`src/rtl/wp_pkg.sv`:
```
package wp_pkg;

   // One decision for one request: at most one of the two is set.
   typedef struct packed {
      logic grant;
      logic reject;
   } wp_verdict_t;

   localparam wp_verdict_t WP_IDLE = '{grant: 1'b0, reject: 1'b0};

   // Number of partial-region settings a protect field of width w offers
   // (all codes except "nothing" and "everything").
   function automatic int wp_levels(input int w);
      return (1 << w) - 2;
   endfunction

   function automatic wp_verdict_t wp_decide(input logic allow);
      wp_verdict_t v;
      v.grant  = allow;
      v.reject = !allow;
      return v;
   endfunction

endpackage

```
`src/rtl/wp_sync.sv`:
```
module wp_sync #(
   parameter int   STAGES    = 2,
   parameter logic RST_LEVEL = 1'b1
) (
   input  logic clk,
   input  logic rst_n,
   input  logic d_async,
   output logic d_sync
);

   if (STAGES < 2) begin : g_bad_stages
      $error("wp_sync: STAGES must be at least 2");
   end

   logic [STAGES-1:0] chain_q;

   for (genvar s = 0; s < STAGES; s++) begin : g_stage
      if (s == 0) begin : g_first
         always_ff @(posedge clk or negedge rst_n) begin
            if (!rst_n) chain_q[0] <= RST_LEVEL;
            else        chain_q[0] <= d_async;
         end
      end else begin : g_next
         always_ff @(posedge clk or negedge rst_n) begin
            if (!rst_n) chain_q[s] <= RST_LEVEL;
            else        chain_q[s] <= chain_q[s-1];
         end
      end
   end

   assign d_sync = chain_q[STAGES-1];

endmodule

```
`src/rtl/wp_region.sv`:
```
module wp_region #(
   parameter int ADDR_W = 24,
   parameter int BP_W   = 3
) (
   input  logic [BP_W-1:0]   bp,
   input  logic [ADDR_W-1:0] addr,
   output logic              hit
);

   localparam int LEVELS = wp_pkg::wp_levels(BP_W);
   localparam int CODES  = 1 << BP_W;

   if (BP_W < 2) begin : g_bad_bpw
      $error("wp_region: BP_W must be at least 2");
   end
   if (ADDR_W < LEVELS + 1) begin : g_bad_addr
      $error("wp_region: ADDR_W too small for the protect levels");
   end

   logic [CODES-1:0] code_hit;

   assign code_hit[0]       = 1'b0;
   assign code_hit[CODES-1] = 1'b1;

   // Level g protects the top 2^(g-1)/2^LEVELS of the array: the
   // addresses whose top LEVELS+1-g bits are all ones.
   for (genvar g = 1; g <= LEVELS; g++) begin : g_level
      assign code_hit[g] = &addr[ADDR_W-1 : ADDR_W-1-LEVELS+g];
   end

   assign hit = code_hit[bp];

endmodule

```
`src/rtl/wp_status.sv`:
```
module wp_status #(
   parameter int BP_W = 3
) (
   input  logic              clk,
   input  logic              rst_n,
   input  logic              locked,
   input  logic              wr_req,
   input  logic              new_lock,
   input  logic [BP_W-1:0]   new_bp,
   output logic              lock_q,
   output logic [BP_W-1:0]   bp_q,
   output wp_pkg::wp_verdict_t verdict_q
);

   import wp_pkg::*;

   logic accept;

   assign accept = wr_req && !locked;

   always_ff @(posedge clk or negedge rst_n) begin
      if (!rst_n) begin
         lock_q <= 1'b0;
         bp_q   <= '0;
      end else if (accept) begin
         lock_q <= new_lock;
         bp_q   <= new_bp;
      end
   end

   always_ff @(posedge clk or negedge rst_n) begin
      if (!rst_n)      verdict_q <= WP_IDLE;
      else if (wr_req) verdict_q <= wp_decide(!locked);
      else             verdict_q <= WP_IDLE;
   end

endmodule

```
`src/rtl/wp_ctrl.sv`:
```
module wp_ctrl #(
   parameter int ADDR_W      = 24,
   parameter int BP_W        = 3,
   parameter int SYNC_STAGES = 2
) (
   input  logic              clk,
   input  logic              rst_n,
   input  logic              wp_pin_raw,
   input  logic              sr_wr_req,
   input  logic              sr_new_lock,
   input  logic [BP_W-1:0]   sr_new_bp,
   input  logic              pe_req,
   input  logic [ADDR_W-1:0] pe_addr,
   output logic              sr_wr_grant,
   output logic              sr_wr_reject,
   output logic              pe_grant,
   output logic              pe_reject,
   output logic              hw_locked,
   output logic              lock_bit,
   output logic [BP_W-1:0]   bp_field
);

   import wp_pkg::*;

   logic          wp_level;
   logic          lock_q;
   logic [BP_W-1:0] bp_q;
   logic          region_hit;
   wp_verdict_t   sr_verdict;
   wp_verdict_t   pe_verdict_q;

   wp_sync #(
      .STAGES   (SYNC_STAGES),
      .RST_LEVEL(1'b1)
   ) pin_sync_i (
      .clk    (clk),
      .rst_n  (rst_n),
      .d_async(wp_pin_raw),
      .d_sync (wp_level)
   );

   // Locked mode: pin low with the lock bit set. Rewrites are refused
   // while it holds, so only the pin can end it.
   assign hw_locked = !wp_level && lock_q;

   wp_status #(
      .BP_W(BP_W)
   ) status_i (
      .clk      (clk),
      .rst_n    (rst_n),
      .locked   (hw_locked),
      .wr_req   (sr_wr_req),
      .new_lock (sr_new_lock),
      .new_bp   (sr_new_bp),
      .lock_q   (lock_q),
      .bp_q     (bp_q),
      .verdict_q(sr_verdict)
   );

   // Judged against the field held before any same-cycle rewrite.
   wp_region #(
      .ADDR_W(ADDR_W),
      .BP_W  (BP_W)
   ) region_i (
      .bp  (bp_q),
      .addr(pe_addr),
      .hit (region_hit)
   );

   always_ff @(posedge clk or negedge rst_n) begin
      if (!rst_n)      pe_verdict_q <= WP_IDLE;
      else if (pe_req) pe_verdict_q <= wp_decide(!region_hit);
      else             pe_verdict_q <= WP_IDLE;
   end

   assign sr_wr_grant  = sr_verdict.grant;
   assign sr_wr_reject = sr_verdict.reject;
   assign pe_grant     = pe_verdict_q.grant;
   assign pe_reject    = pe_verdict_q.reject;
   assign lock_bit     = lock_q;
   assign bp_field     = bp_q;

endmodule

```
`config.mk`:
```
export PLATFORM = sky130hd
export DESIGN_NAME = wp_ctrl
export DESIGN_NICKNAME = d
export VERILOG_FILES = /design/src/rtl/wp_pkg.sv /design/src/rtl/wp_sync.sv /design/src/rtl/wp_region.sv /design/src/rtl/wp_status.sv /design/src/rtl/wp_ctrl.sv
export SDC_FILE = /design/constraint.sdc
export NUM_CORES = 1
export LEC_CHECK = 0
export ABC_AREA = 1
export ABC_CLOCK_PERIOD_IN_PS = 1700
export BUFFER_PORTS_ARGS = -buffer_cell sky130_fd_sc_hd__buf_4
export CORE_AREA = 2 2 39 41
export DETAILED_ROUTE_END_ITERATION = 8
export DIE_AREA = 0 0 41 43
export PLACE_DENSITY_LB_ADDON = 0.15
export SLEW_MARGIN = 10
export SYNTH_ARGS = -nofsm -noshare
export SYNTH_HDL_FRONTEND = slang
export SYNTH_SLANG_ARGS = --single-unit
```
`constraint.sdc`:
```
create_clock -name clk -period 1.7 [get_ports clk]
set_input_delay 0.255 -clock clk [delete_from_list [all_inputs] [get_ports clk]]
set_output_delay 0.255 -clock clk [all_outputs]
set_load 0.005 [all_outputs]
```
After elaboration in Yosys (flattened, before gate mapping)
Index checks and enable logic that the tools add are counted.
- logic and storage cells: 23
- input bits: 33
- bits in registers: 10
- output and inout bits: 9
- magnitude comparators: 1
- reduce and logical (&&, ||, !) cells: 10
- multiplexer cells: 4
- operators by type and width (kind ; number):
    AND reduction 6 bit ; 1
    AND reduction 5 bit ; 1
    less-than comparator 3 x 4 -> 1 bit (second input constant) ; 1
    two-way mux 2 bit ; 2
    AND reduction 4 bit ; 1
    binary-select mux 1 bit (select 3 bit) ; 1
    logical NOT 1 bit ; 3
    AND reduction 3 bit ; 1
    logical AND 1 bit ; 2
    AND reduction 2 bit ; 1
    two-way mux 1 bit ; 1

Depth between registers and ports, before layout
- depth after elaboration: 5
- mapped depth: 6
- gate-level depth less buffers: 6

Hierarchy
A second synthesis with hierarchy kept.
- cell total of the unflattened synthesis: 48
- area total of the unflattened synthesis: 409.1 sq um
- modules (own cells, without submodules) (module ; cells an instance ; area each (sq um) ; times used):
    wp_status ; 23 ; 221.5 ; 1
    wp_ctrl ; 8 ; 75.1 ; 1
    wp_region ; 15 ; 60.1 ; 1
    wp_sync ; 2 ; 52.6 ; 1

Worst setup path before layout
Ideal clock, no wire load.
- path type: register to register
- start point: register pin_sync_i.chain_q[1], in the netlist pin_sync_i.d_sync
- end point: register status_i.bp_q[2]
- slack: 0.746 ns
- data arrival time: 0.827 ns
- clock period less this slack: 0.954 ns
- stages on the path, launching flop included: 6
- library setup time: 0.127 ns
- required time: 1.573 ns
- buffers on the path: 0
- path through: dfstp_2 inv_1 nand2_1 nand2_1 inv_2 o21ai_0
- cells in the longest elaborated chain, start to end: 4
- RTL lines (item ; line ; source):
    from (decl) ; wp_sync.sv:15 ; logic [STAGES-1:0] chain_q;
    from (signal, indexed assignment) ; wp_sync.sv:26 ; else chain_q[s] <= chain_q[s-1];
    logical NOT 1 bit ; wp_ctrl.sv:44 ; assign hw_locked = !wp_level && lock_q;
    logical AND 1 bit ; wp_ctrl.sv:44 ;
    logical NOT 1 bit ; wp_status.sv:19 ; assign accept = wr_req && !locked;
    logical AND 1 bit ; wp_status.sv:19 ;
    net status_i.accept ; wp_status.sv:17 ; logic accept;
    to (signal assigned) ; wp_status.sv:27 ; bp_q <= new_bp;
    to (decl) ; wp_status.sv:11 ; output logic [BP_W-1:0] bp_q,
The timed path passes the listed nets, and every way through them passes these cells.
A chain may end at the register's enable or synchronous reset.

Worst setup path after layout
- start point: register pin_sync_i.chain_q[1], in the netlist pin_sync_i.d_sync
- end point: output port hw_locked
- cells in the longest elaborated chain, start to end: 2
- RTL lines (item ; line ; source):
    logical NOT 1 bit ; wp_ctrl.sv:44 ;
    logical AND 1 bit ; wp_ctrl.sv:44 ;
    to (decl) ; wp_ctrl.sv:18 ; output logic hw_locked,
No other way between the ends.

==> flow_summary_export.csv <==
group,metric,value,unit
sta,fin_crit_sh,76.40,%
power_and_ir_drop,leakagePower,0.3653,nW
floorplanning,ios,42,
power_and_ir_drop,p_sw_share,23.74,%
drt,first_pass_iters,2,
logic_synthesis,synth_top_family_by_area,"simple AND/OR/NAND/NOR gates",
sta,rsz0062_at_grt,"false",
logic_synthesis,yosysSeqAreaShare,61.21,%
setup_path,worstSetupPathType,"reg2out",
placed_design,dp_hpwl,599.3,microns
cts,cts.sinks,10,
power_and_ir_drop,power_switching,0.1427,mW
power_and_ir_drop,vdd_drop_max,0.0005849,V
setup_path,r2r_end,"status_i.bp_q[1]",
global_routing,first_global_vias,303,
cts,cts_root_buffer,"clkbuf_4",
global_routing,grt_max_degree,11,
placed_design,globalplace.congestion,0.7523,
power_and_ir_drop,seqPwrFrac,46.0,%
setup_path,rrSetupSlack,680,ps
cts,clk_pin_slew,60,ps
floorplanning,dieWidth,41,microns
setup_path,path_delay_family,"flip-flops",
global_routing,grt.overflow.total,0,
floorplanning,die_area,1763,sq um
finish,layout-drive-gt1-share,41.56,%
floorplanning,start_util,29.84,%
drt,routed_wl,733,microns
hold_path,holdPathEnd,"pin_sync_i.chain_q[0]",
cts,cts_tree,"yes",
sta,final.setup_skew,4.869,ps
power_and_ir_drop,clkPwrFrac,34.2,%
setup_path,crit-reg2reg-launch,"pin_sync_i.d_sync",
outcome,status,"finished, final reports clean",
hold_path,hold_depth,1,
finish,final.fill_count,147,
drt,drc,0,
sta,slew_violations,0,
power_and_ir_drop,power_density,922.3,nW/um^2
power_and_ir_drop,power.internal,0.4585,mW
logic_synthesis,synth-seq-cells,10,
logic_synthesis,avgSynthCellArea,8.426,sq um
logic_synthesis,syn_inst,49,
sta,worstMarginPinSlew,169.5,ps
hold_path,holdCritPathClass,"in2reg",
drt,route.vias.total,355,
setup_path,slowest_delay,510,ps
drt,ant_nets,0,
floorplanning,fp-row-count,14,
setup_path,worstPathArrival,1040,ps
setup_path,path_buf_inv,3,
sta,setup_viol,0,
logic_synthesis,synth_nets,82,
cts,insertion_delay,260,ps
setup_path,crit_top_cell,"inv_1",
power_and_ir_drop,combPwrFrac,19.7,%
setup_path,slowest_stage,"dfstp_2",
setup_path,worstRegToRegCells,6,
logic_synthesis,synth_area,412.9,sq um
logic_synthesis,yosys.area_share.simple,24.55,%
sta,slew_headroom,88.58,%
logic_synthesis,ys_warn_count,0,
logic_synthesis,synth_xor_area_share,0,%
drt,routedWlPerCell,7.882,microns
floorplanning,fp.dieH,43,microns
cts,ctsHtreeMaxLevel,1,
finish,final_nets,111,
finish,final_common_cell,"buf_4",
drt,drtIter0Drc,1,
global_routing,grt.total_usage,11.26,%
power_and_ir_drop,power,0.6012,mW
global_routing,antenna_found_initial,0,
drt,vias_per_cell,3.817,
hold_path,worstHoldStart,"wp_pin_raw",
setup_path,path_cells,"inv_1 -> nand2_1 -> inv_1 -> buf_4",
sta,period_needed,1299,ps
flow_run,drv_cap,0,
setup_path,cp-start-kind,"flop",
logic_synthesis,synthMuxAreaShare,0,%
cts,postCtsSetupRepairBufs,0,
logic_synthesis,synth_compound_area_share,6.970,%
cts,clockBufferDepth,2,
sta,finalHoldViolations,0,
setup_path,cp_max_fo,3,
finish,diodes,0,
global_routing,grt_pass1_wl,1255,microns
finish,syn2layout_area_growth,57.88,%
placed_design,port_buffers,23,
logic_synthesis,synth_fa_ha_area_share,0,%
sta,tns,0,ps
setup_path,end_kind,"primary output",
logic_synthesis,synth.distinct_cells,11,
cts,cts_made_buffers,3,
setup_path,crit_required,1440,ps
floorplanning,core,1384,sq um
finish,layout_common_cells,"buf_4, nand2_1, nor2_1, dfrtp_1, inv_1",
sta,fmax,0.7699,GHz
## layer usage
metal | up-vias | GRT usage [%] | part of all wire [%]
li1 | 201 | - | -
met1 | 140 | 14.62 | 43
met2 | 14 | 13.44 | 48
met3 | 0 | 7.853 | 9.0
met4 | 0 | 6.000 | 0
met5 | - | 0 | 0
## cells in the mapped netlist
library cell | instances | area [sq um]
nor2_1 | 8 | 30.03
nor2_2 | 1 | 6.260
nand2_1 | 16 | 60.06
o21ai_0 | 3 | 15.01
nand3_1 | 1 | 5.000
a21oi_1 | 1 | 5.000
dfstp_2 | 2 | 52.55
inv_2 | 1 | 3.750
inv_1 | 7 | 26.28
o21ai_2 | 1 | 8.760
dfrtp_1 | 8 | 200.2
## flip-flops by register name, summed over array words and instances, names as in the netlist
signal,count
pe_reject,1
status_i.verdict_q,2
status_i.lock_q,1
pin_sync_i.d_sync,1
pin_sync_i.chain_q,1
status_i.bp_q,3
pe_grant,1
## kinds of logic after synthesis
family / Yosys count
DFF: 10
AOI/OAI and AO/OA: 5
buffers and inverters: 8
and+or+nand+nor: 26
## power by group through the flow
| stage | Sequential, mW | Clock (mW) | Combinational, mW |
|---|---|---|---|
| after floorplan | 0.282 | 0 | 0.0467 |
| after global placement | 0.281 | 0 | 0.119 |
| after detailed placement | 0.282 | 0 | 0.119 |
| after CTS | 0.278 | 0.214 | 0.121 |
| after global routing | 0.281 | 0.229 | 0.136 |
| final | 0.277 | 0.206 | 0.119 |
## area by class of cell
type / instances / area, sq um / share of cell area, %
multi-input cells: 31 / 130.1 / 19.96
repair buffers: 24 / 182.7 / 28.02
flip-flops and latches: 10 / 252.7 / 38.77
inverters: 8 / 30.03 / 4.607
clock buffers: 4 / 36.28 / 5.566
well taps: 16 / 20.02 / 3.071
## timing repair
item                                    in CTS  in global routing
endpoints found under the hold margin        8                  0
gates resized for setup                      0                  0
hold buffers                                 1                  0
endpoints found under the setup margin       0                  0
## through the flow
stage,utilization (%),std cells,worst slack (ps),instance area [sq um],hold slack [ps]
detailed placement,43.76,88,671.4,605.6,87.03
CTS,47.11,93,386.2,651.9,92.20
global placement,43.76,88,669.2,605.6,89.03
floorplan,-,49,746.4,412.9,-40.59
global route,47.11,93,337.1,651.9,84.34
finish,47.11,93,401.1,651.9,102.0
## how the worst max path moves through the flow
stage,startpoint,endpoint,slack [ps],cells past startpoint
after floorplan,pin_sync_i.d_sync,status_i.bp_q[2],750,5
after global placement,pin_sync_i.d_sync,hw_locked,670,4
after detailed placement,pin_sync_i.d_sync,status_i.bp_q[2],670,5
after CTS,pin_sync_i.d_sync,hw_locked,390,4
after global routing,pin_sync_i.d_sync,hw_locked,340,4
final,pin_sync_i.d_sync,hw_locked,400,4
Power figures use the tool's default switching activity.
